[src/rtl/mst_pkg.sv]
package mst_pkg;
  typedef enum logic [1:0] {
    TAG_WAIT = 2'd0,
    TAG_CAND = 2'd1,
    TAG_DONE = 2'd2
  } tag_t;

  typedef enum logic {
    SEQ_IDLE = 1'b0,
    SEQ_RUN  = 1'b1
  } seq_t;
endpackage

[src/rtl/mst_cell.sv]
module mst_cell #(
  parameter int N_NODES = 8,
  parameter int W_BITS  = 8,
  parameter int MY_ID   = 0,
  localparam int IDX_W  = (N_NODES > 1) ? $clog2(N_NODES) : 1
) (
  input  logic                      clk,
  input  logic                      rst_n,
  input  logic                      wr_en,
  input  logic [N_NODES*W_BITS-1:0] wr_row,
  input  logic                      init,
  input  logic [IDX_W-1:0]          root,
  input  logic                      step,
  input  logic [IDX_W-1:0]          next_id,
  output mst_pkg::tag_t             tag,
  output logic [W_BITS-1:0]         best,
  output logic [IDX_W-1:0]          parent
);
  import mst_pkg::*;
  localparam logic [W_BITS-1:0] NO_EDGE = '1;
  localparam logic [IDX_W-1:0]  ME      = MY_ID[IDX_W-1:0];

  logic [N_NODES*W_BITS-1:0] row_q;
  logic [W_BITS-1:0] w_root, w_next;

  assign w_root = row_q[root*W_BITS +: W_BITS];
  assign w_next = row_q[next_id*W_BITS +: W_BITS];

  always_ff @(posedge clk) begin
    if (!rst_n) begin
      row_q  <= '1;
      tag    <= TAG_DONE;
      best   <= NO_EDGE;
      parent <= ME;
    end else begin
      if (wr_en) row_q <= wr_row;
      if (init) begin
        if (root == ME) begin
          tag    <= TAG_DONE;
          best   <= NO_EDGE;
          parent <= ME;
        end else if (w_root != NO_EDGE) begin
          tag    <= TAG_CAND;
          best   <= w_root;
          parent <= root;
        end else begin
          tag    <= TAG_WAIT;
          best   <= NO_EDGE;
          parent <= ME;
        end
      end else if (step) begin
        if (next_id == ME) begin
          tag <= TAG_DONE;
        end else if (tag == TAG_CAND && w_next < best) begin
          best   <= w_next;
          parent <= next_id;
        end else if (tag == TAG_WAIT && w_next != NO_EDGE) begin
          tag    <= TAG_CAND;
          best   <= w_next;
          parent <= next_id;
        end
      end
    end
  end
endmodule

[src/rtl/mst_argmin.sv]
module mst_argmin #(
  parameter int N_NODES = 8,
  parameter int W_BITS  = 8,
  localparam int IDX_W  = (N_NODES > 1) ? $clog2(N_NODES) : 1
) (
  input  logic [N_NODES-1:0]        sel,
  input  logic [N_NODES*W_BITS-1:0] keys,
  output logic                      any,
  output logic [IDX_W-1:0]          idx
);
  logic [W_BITS-1:0] cur;

  always_comb begin
    any = 1'b0;
    idx = '0;
    cur = '1;
    for (int i = 0; i < N_NODES; i++) begin
      if (sel[i] && (!any || keys[i*W_BITS +: W_BITS] < cur)) begin
        any = 1'b1;
        idx = i[IDX_W-1:0];
        cur = keys[i*W_BITS +: W_BITS];
      end
    end
  end
endmodule

[src/rtl/mst_assoc_engine.sv]
module mst_assoc_engine #(
  parameter int N_NODES = 8,
  parameter int W_BITS  = 8,
  localparam int IDX_W  = (N_NODES > 1) ? $clog2(N_NODES) : 1
) (
  input  logic                      clk,
  input  logic                      rst_n,
  input  logic                      ld_valid,
  output logic                      ld_ready,
  input  logic [IDX_W-1:0]          ld_node,
  input  logic [N_NODES*W_BITS-1:0] ld_row,
  input  logic                      start,
  input  logic [IDX_W-1:0]          root,
  output logic                      busy,
  output logic                      done,
  output logic                      disconnected,
  output logic [N_NODES*IDX_W-1:0]  parents
);
  import mst_pkg::*;

  seq_t                      seq_q;
  logic                      init, step, any_cand;
  logic [IDX_W-1:0]          next_id;
  logic [N_NODES-1:0]        cand_vec, wait_vec;
  logic [N_NODES*W_BITS-1:0] best_flat;

  assign busy     = (seq_q == SEQ_RUN);
  assign ld_ready = !busy;
  assign init     = start && !busy;
  assign step     = busy && any_cand;

  for (genvar g = 0; g < N_NODES; g++) begin : g_cell
    tag_t              tag_g;
    logic [W_BITS-1:0] best_g;
    logic [IDX_W-1:0]  par_g;

    mst_cell #(.N_NODES(N_NODES), .W_BITS(W_BITS), .MY_ID(g)) u_cell (
      .clk     (clk),
      .rst_n   (rst_n),
      .wr_en   (ld_valid && ld_ready && ld_node == g[IDX_W-1:0]),
      .wr_row  (ld_row),
      .init    (init),
      .root    (root),
      .step    (step),
      .next_id (next_id),
      .tag     (tag_g),
      .best    (best_g),
      .parent  (par_g)
    );

    assign cand_vec[g]                    = (tag_g == TAG_CAND);
    assign wait_vec[g]                    = (tag_g == TAG_WAIT);
    assign best_flat[g*W_BITS +: W_BITS]  = best_g;
    assign parents[g*IDX_W +: IDX_W]      = par_g;
  end

  mst_argmin #(.N_NODES(N_NODES), .W_BITS(W_BITS)) u_min (
    .sel  (cand_vec),
    .keys (best_flat),
    .any  (any_cand),
    .idx  (next_id)
  );

  always_ff @(posedge clk) begin
    if (!rst_n) begin
      seq_q        <= SEQ_IDLE;
      done         <= 1'b0;
      disconnected <= 1'b0;
    end else if (init) begin
      seq_q        <= SEQ_RUN;
      done         <= 1'b0;
      disconnected <= 1'b0;
    end else if (busy && !any_cand) begin
      seq_q <= SEQ_IDLE;
      if (|wait_vec) disconnected <= 1'b1;
      else           done         <= 1'b1;
    end
  end
endmodule

[config.mk]
export PLATFORM = sky130hd
export DESIGN_NAME = mst_assoc_engine
export DESIGN_NICKNAME = d
export VERILOG_FILES = /design/src/rtl/mst_pkg.sv /design/src/rtl/mst_cell.sv /design/src/rtl/mst_argmin.sv /design/src/rtl/mst_assoc_engine.sv
export SDC_FILE = /design/constraint.sdc
export NUM_CORES = 2
export LEC_CHECK = 0
export BUFFER_PORTS_ARGS = -buffer_cell sky130_fd_sc_hd__buf_2
export CORE_UTILIZATION = 35
export CTS_CLUSTER_SIZE = 28
export DETAILED_ROUTE_END_ITERATION = 8
export PLACE_DENSITY = 0.47
export SLEW_MARGIN = 40
export SYNTH_ARGS = -nofsm -noshare
export SYNTH_HDL_FRONTEND = slang
export SYNTH_SLANG_ARGS = --single-unit
[constraint.sdc]
create_clock -name clk -period 40.5 [get_ports clk]
set_input_delay 10.125 -clock clk [delete_from_list [all_inputs] [get_ports clk]]
set_output_delay 10.125 -clock clk [all_outputs]
set_load 0.005 [all_outputs]
# After elaboration in Yosys (flattened, before gate mapping)
# Index checks and enable logic that the tools add are counted.
# word_totals
regBits	619
inputBits	74
out_inout_bits	28
word_cells	421
# op_classes
n_lt_le_gt_ge	15
n_eq_ne	61
n_shift	16
mux	192
bitwise	2
reduce_logical	100
# ops
op	count
64-bit by 7-bit variable part select with 8-bit output	16
8-bit two-way mux	63
3-bit two-way mux	60
8-bit != test (second input constant)	16
8-bit less-than comparator	15
2-bit two-way mux	50
3-bit AND reduction	16
3-bit nonzero test	16
3-bit == test (second input constant)	12
1-bit logical AND	35
3-bit by 2-bit != test with 1-bit output (second input constant)	7
1-bit two-way mux	19
3-bit by 2-bit == test with 1-bit output (second input constant)	6
2-bit by 1-bit == test with 1-bit output (second input constant)	8
2-bit logical NOT	8
2-bit != test (second input constant)	7
3-bit by 1-bit == test with 1-bit output (second input constant)	3
1-bit logical NOT	9
3-bit logical NOT	3
8-bit OR reduction	1
1-bit logical OR	7
2-bit AND reduction	2
2-bit nonzero test	2
3-bit by 1-bit != test with 1-bit output (second input constant)	1
other kinds (3)	4

# Longest topological paths before layout
# logic_depth
depth_word	38
ltp_mapped	99
depth_no_buf	87

# By module
# From an unflattened synthesis, not the netlist that was laid out.
# hier_totals
hier_cells	3582
area_unflattened_um2	36324.8
# by_module_without_submodules
module	instances	cells_per_inst	area_each_um2
mst_cell at g_cell[2].u_cell	1	398	4274.1
mst_cell at g_cell[1].u_cell	1	389	4211.5
mst_cell at g_cell[3].u_cell	1	405	4190.3
mst_cell at g_cell[0].u_cell	1	409	4185.3
mst_cell at g_cell[4].u_cell	1	407	4184.0
mst_cell at g_cell[7].u_cell	1	395	4171.5
mst_cell at g_cell[6].u_cell	1	388	4106.4
mst_cell at g_cell[5].u_cell	1	382	4080.2
mst_argmin	1	368	2645.0
mst_assoc_engine	1	41	276.5

# Worst setup path after synthesis
# No wires, ideal clock.
# synth_path
path_type	reg-to-reg
startpoint	register g_cell[0].u_cell.tag[1]
endpoint	register g_cell[1].u_cell.best[5]
setup_time_ns	0.129
arrival_time_ns	18.039
setup_slack_ns	22.332
path_stages_with_launch	97
n_path_buf	12
period_less_slack_ns	18.168
path_cell_list	dfxtp_1 nand2b_1 clkbuf_1 nor2_1 ha_1 a41oi_1 o21ai_2 or3_1 o22ai_1 buf_2 mux2_2 ha_1 a21o_1 a21o_1 a21oi_1 a21oi_1 nor2_1 nand2_1 [... 61 more ...] inv_1 o21ai_2 nand2_2 buf_6 buf_2 buf_2 o221ai_1 a21oi_1 ha_1 a21o_1 a211o_1 a2111oi_0 nand2_1 o21a_1 o21ai_1 clkbuf_1 nor3_1 nand3b_1
# synth_between
elab_chain_len	37
# synth_rtl
element	line	source
start, declared	mst_cell.sv:15	output mst_pkg::tag_t tag,
start signal, assigned	mst_cell.sv:32	tag <= TAG_DONE;
start signal, assigned	mst_cell.sv:39	tag <= TAG_DONE;
start signal, assigned	mst_cell.sv:43	tag <= TAG_CAND;
2-bit by 1-bit == test with 1-bit output (*)	mst_assoc_engine.sv:51	assign cand_vec[g] = (tag_g == TAG_CAND);
8-bit two-way mux or 1-bit two-way mux (tied branches)	mst_argmin.sv:18	if (sel[i] && (!any || keys[i*W_BITS +: W_BITS] < cur)) begin
8-bit less-than comparator or 1-bit logical NOT (tied branches)	mst_argmin.sv:18	
1-bit logical OR	mst_argmin.sv:18	
1-bit logical AND	mst_argmin.sv:18	
8-bit two-way mux or 1-bit two-way mux (tied branches)	mst_argmin.sv:18	
8-bit less-than comparator or 1-bit logical NOT (tied branches)	mst_argmin.sv:18	
1-bit logical OR	mst_argmin.sv:18	
[... 21 more ...]	-	
3-bit two-way mux	mst_argmin.sv:18	
64-bit by 7-bit variable part select with 8-bit output	mst_cell.sv:27	assign w_next = row_q[next_id*W_BITS +: W_BITS];
8-bit less-than comparator	mst_cell.sv:54	end else if (tag == TAG_CAND && w_next < best) begin
1-bit logical AND	mst_cell.sv:54	
8-bit two-way mux	mst_cell.sv:54	
8-bit two-way mux	mst_cell.sv:52	if (next_id == ME) begin
8-bit two-way mux	mst_cell.sv:51	end else if (step) begin
8-bit two-way mux	mst_cell.sv:37	if (init) begin
end signal, assigned	mst_cell.sv:44	best <= w_root;
end signal, assigned	mst_cell.sv:55	best <= w_next;
end signal, assigned	mst_cell.sv:59	best <= w_next;
end, declared	mst_cell.sv:16	output logic [W_BITS-1:0] best,
# Every way passes the cells marked *; elsewhere a longest branch is shown, timed or not. The select of a mux whose other input is x is not followed.
# A chain may end at the register's enable or synchronous reset.

# Worst setup path after layout
# layout_path
startpoint	register g_cell[0].u_cell.tag[1]
endpoint	register g_cell[2].u_cell.parent[2]
# layout_between
elab_chain_len	37
# layout_rtl
element	line	source
2-bit by 1-bit == test with 1-bit output (*)	mst_assoc_engine.sv:51	
8-bit two-way mux or 1-bit two-way mux (tied branches)	mst_argmin.sv:18	
8-bit less-than comparator or 1-bit logical NOT (tied branches)	mst_argmin.sv:18	
1-bit logical OR	mst_argmin.sv:18	
1-bit logical AND	mst_argmin.sv:18	
8-bit two-way mux or 1-bit two-way mux (tied branches)	mst_argmin.sv:18	
8-bit less-than comparator or 1-bit logical NOT (tied branches)	mst_argmin.sv:18	
1-bit logical OR	mst_argmin.sv:18	
[... 21 more ...]	-	
3-bit two-way mux	mst_argmin.sv:18	
64-bit by 7-bit variable part select with 8-bit output	mst_cell.sv:27	
8-bit less-than comparator	mst_cell.sv:54	
1-bit logical AND	mst_cell.sv:54	
3-bit two-way mux	mst_cell.sv:54	
3-bit two-way mux	mst_cell.sv:52	
3-bit two-way mux	mst_cell.sv:51	
3-bit two-way mux	mst_cell.sv:37	
end signal, assigned	mst_cell.sv:45	parent <= root;
end signal, assigned	mst_cell.sv:56	parent <= next_id;
end signal, assigned	mst_cell.sv:60	parent <= next_id;
end, declared	mst_cell.sv:17	output logic [IDX_W-1:0] parent
# Marks and branches as above.

==> summary.md <==
| Metric | Value |
|---|---|
| Most common cell after layout, fill and taps aside | nand2_1 |
| Critical path class | reg -> reg |
| Synth Net Count | 4604 |
| Buf/Inv on CP | 5 |
| Initial antenna violation count | 18 |
| Clock power share | a little over a third |
| Die Wd | around 320 µm |
| Yosys cell types | 94 |
| # rows | ~120 |
| Synth Area in Simple Gates | about a quarter |
| TritonCTS clock tree | done |
| XOR/XNOR share of the synthesized area | less than 1% |
| Clock Skew | between 0.03 and 0.04 ns |
| Post-Syn Area | 35490 µm² |
| DRT antenna net count | 0 |
| Vert. Die Dim | roughly 320 µm |
| Setup Fix Bufs, Post-CTS | 0 |
| Sw frac | 36.90% |
| Power per cell area | between 40 and 50 nW/µm² |
| CTS buffer count | 78 |
| Minimum clock period | between 20 and 25 ns |
| Critical Path Start Type | flop |
| Share of layout cells above drive strength 1 | between 10% and 20% |
| Vias in the first global route | 32326 |
| Final-report hold violation count | 0 |
| RSZ-0062 raised after global routing | false |
| Max Root-Sink Buffers | 3 |
| Fraction of synthesized area in multiplexers | between 10 and 15% |
| Critical path capture point type | flop |
| FF-to-FF End | g_cell[2].u_cell.parent[2] |
| Post-Synth Adder-Cell Area | between 3 and 4% |
| Post-synth ARST share | 0% |
| Post-synthesis instance total | 4435 |
| # setup viols final | 0 |
| Port Buffers | slightly above 100 |
| Detail Placement HPWL | between 100000 and 150000 µm |
| Synthesized area per cell | 8.003 µm² |
| Clock sinks | around 620 |
| H-tree depth | 3 |
| Endpoint, Worst Hold | g_cell[6].u_cell.parent[0] |
| Lkg Pwr | between 15 and 20 nW |
| Delay-heaviest family, CP | compound AO/OA/AOI/OAI gates |
| Worst slack, placed | between 15 and 20 ns |
| EDFF count, synth | 0 |
| Largest net degree at the start of global routing | 111 |
| Max_cap viols | 0 |
| Hold Crit Class | reg -> reg |
| # IOs | roughly 100 |
| Post-synthesis compound-gate area fraction | between 10% and 20% |
| Layout area overhead | 11.30% |
| Largest family of logic cells by synthesized area | simple AND/OR/NAND/NOR gates |
| GRT Util Overall | between 30 and 40% |
| Most frequent cells in the layout | 1171 x nand2_1, 619 x dfxtp_1, 588 x nand3_1 |
| Worst-Margin Slew | roughly 0.97 ns |
| Worst EP arrival | ~23 ns |
| Worst vdd ir | 0.03471 mV |
| Sw power | roughly 0.00073 W |
| Die area | between 100000 and 150000 µm² |
| Largest stage delay, worst path | ~0.78 ns |
| Critical Path Fanout Max | 44 |
| Clk slew on worst S/H paths | about 0.06 ns |
| Sequential share of power | between 30% and 40% |
| Sequential element share of the synthesized area | roughly a third |
| Pint | roughly 0.0012 W |
| Gates resized, CTS repair | 0 |
| Total number of vias | ~35000 |
| FF-to-FF path depth | 82 |
| Hold_buf cts | 0 |
| WL/cell | just under 30 µm |
| Clock Latency Late Sink | ~0.67 ns |
| Slew headroom | 35.51% |
| Achievable Freq | roughly 0.044 GHz |
| Worst r2r src | g_cell[0].u_cell.tag[1] |
| Final worst setup slack | ~18 ns |
| Crit-path slowest cell | a221oi_1 |
| Status | complete, no violations |
| Final wirelength | 168700 µm |
| Residual DRC | 0 |
| Grt total ovfl | 0 |
| Logic gate share of total power | between 20% and 30% |
| FF-to-FF setup slack | roughly 18 ns |
| Routability Congestion | approximately 0.92 |
| Avg Vias per Cell | 6.058 |
| Yosys warnings | 0 |
| Total core area | approximately 100000 µm² |
| Pre-Repair DR Iteration Count | 8 |
| DRT iter0 DRCs | between 4000 and 5000 |
| First-pass GRT wire length | 241700 µm |
| HP Start | g_cell[6].u_cell.parent[0] |
| Fin nets | approximately 4500 |
| Final hold slack | ~0.46 ns |
| Initial Utilization | about 35% |
| Hold Path Depth | 2 |
| Prevailing post-synth register cell | dfxtp_1 |
| Final worst path period share | 55.63% |
| Utilization after layout | around 40% |
| Root Buffer | clkbuf_16 |
| Post-synthesis sequential element count | 619 |
| WP data required | 41.03 ns |
| Slew Limit Fails | 0 |
| Final setup TNS | 0 ns |
## power by group through the flow
stage / Combinational [W] / Clock, W / Sequential (W)
final: 0.000566 / 0.000716 / 0.000689
after global routing: 0.000601 / 0.000750 / 0.000692
after CTS: 0.000550 / 0.000722 / 0.000687
after global placement: 0.000539 / 0 / 0.000701
after floorplan: 0.000343 / 0 / 0.000679
after detailed placement: 0.000548 / 0 / 0.000701
## worst max path at each step
stage	from	end	slack (ns)	cells past startpoint
floorplan	g_cell[0].u_cell.tag[1]	g_cell[1].u_cell.best[5]	22.33	96
global placement	g_cell[0].u_cell.tag[1]	g_cell[2].u_cell.parent[2]	18.43	82
detailed placement	g_cell[0].u_cell.tag[1]	g_cell[2].u_cell.parent[2]	18.37	82
CTS	g_cell[0].u_cell.tag[1]	g_cell[2].u_cell.parent[2]	18.35	82
global route	g_cell[0].u_cell.tag[1]	g_cell[2].u_cell.parent[2]	16.46	83
finish	g_cell[0].u_cell.tag[1]	g_cell[2].u_cell.parent[2]	17.97	82
## cell families (layout without fill, tap and decap cells)
group                    after synthesis  after routing
AND/OR/NAND/NOR                     2123           2123
AO/OA/AOI/OAI                        739            739
flip-flops                           619            619
buffers and inverters                527            466
multiplexers                         328            328
adder cells (fa/ha/maj)               96             96
XOR/XNOR                               3              3
other                                  0              5
## worst reg2reg max path, delay by kind of cell, from the launching register on
kind,cells,cell delay [ns]
and+or+nand+nor,27,6.80
adders and majority gates,8,2.44
buffers and inverters,5,1.39
AOI/OAI and AO/OA,39,10.42
muxes,3,0.95
DFF,1,0.46
## metrics by stage
stage / power (W) / instance area, µm² / cells
2_1_floorplan: 0.001022 / 35490 / 4435
3_3_place_gp: 0.001241 / 36590 / 5568
3_5_place_dp: 0.001248 / 36800 / 5583
4_1_cts: 0.001960 / 39360 / 5724
5_1_grt: 0.002043 / 39490 / 5731
6_report: 0.001970 / 39500 / 5736
## layer usage
| layer | vias up | track usage [%] | part of all wire (%) |
|---|---|---|---|
| li1 | 15625 | - | - |
| met3 | 306 | 7.906 | 9.9 |
| met4 | 20 | 11.59 | 3.7 |
| met2 | 1656 | 48.05 | 43 |
| met5 | - | 0 | 0.071 |
| met1 | 17139 | 45.09 | 43 |
## flip-flops by register name, summed over array words and instances, names as in the netlist
register / count
g_cell.u_cell.row_q: 512
g_cell.u_cell.best: 64
g_cell.u_cell.parent: 24
g_cell.u_cell.tag: 16
busy: 1
disconnected: 1
done: 1
## cell usage after synthesis (18+ instances only)
| library cell | count | share of area [%] |
|---|---|---|
| nor2b_1 | 18 | 0.32 |
| a21o_1 | 24 | 0.51 |
| a32oi_1 | 30 | 0.74 |
| o221ai_1 | 59 | 1.5 |
| buf_2 | 45 | 0.63 |
| mux2_2 | 83 | 2.6 |
| clkbuf_1 | 255 | 2.7 |
| nand2_1 | 1174 | 12 |
| o21ai_0 | 135 | 1.9 |
| a221oi_1 | 25 | 0.62 |
| mux4_2 | 129 | 8.2 |
| a31oi_1 | 29 | 0.51 |
| nor2_1 | 137 | 1.4 |
| and3_1 | 19 | 0.33 |
| ha_1 | 95 | 3.3 |
| o22ai_1 | 41 | 0.72 |
| mux2i_1 | 108 | 3.0 |
| nand3_1 | 592 | 8.3 |
| nand4_1 | 32 | 0.56 |
| buf_4 | 71 | 1.5 |
| buf_1 | 34 | 0.36 |
| o211ai_1 | 116 | 2.5 |
| nor3_1 | 44 | 0.62 |
| o21ai_1 | 18 | 0.25 |
| inv_1 | 116 | 1.2 |
| dfxtp_1 | 619 | 35 |
| a21oi_1 | 104 | 1.5 |
## area by class of cell
type	instances	area, µm²
timing repair buffer	207	1396
fill	10386	60790
antenna	5	12.51
clock inverter	25	202.7
inverter	118	442.9
tap	1357	1698
multi-input combinational	3289	21000
clock buffer	116	2359
sequential	619	12390
Note: power is estimated with default switching activity, not from simulation.
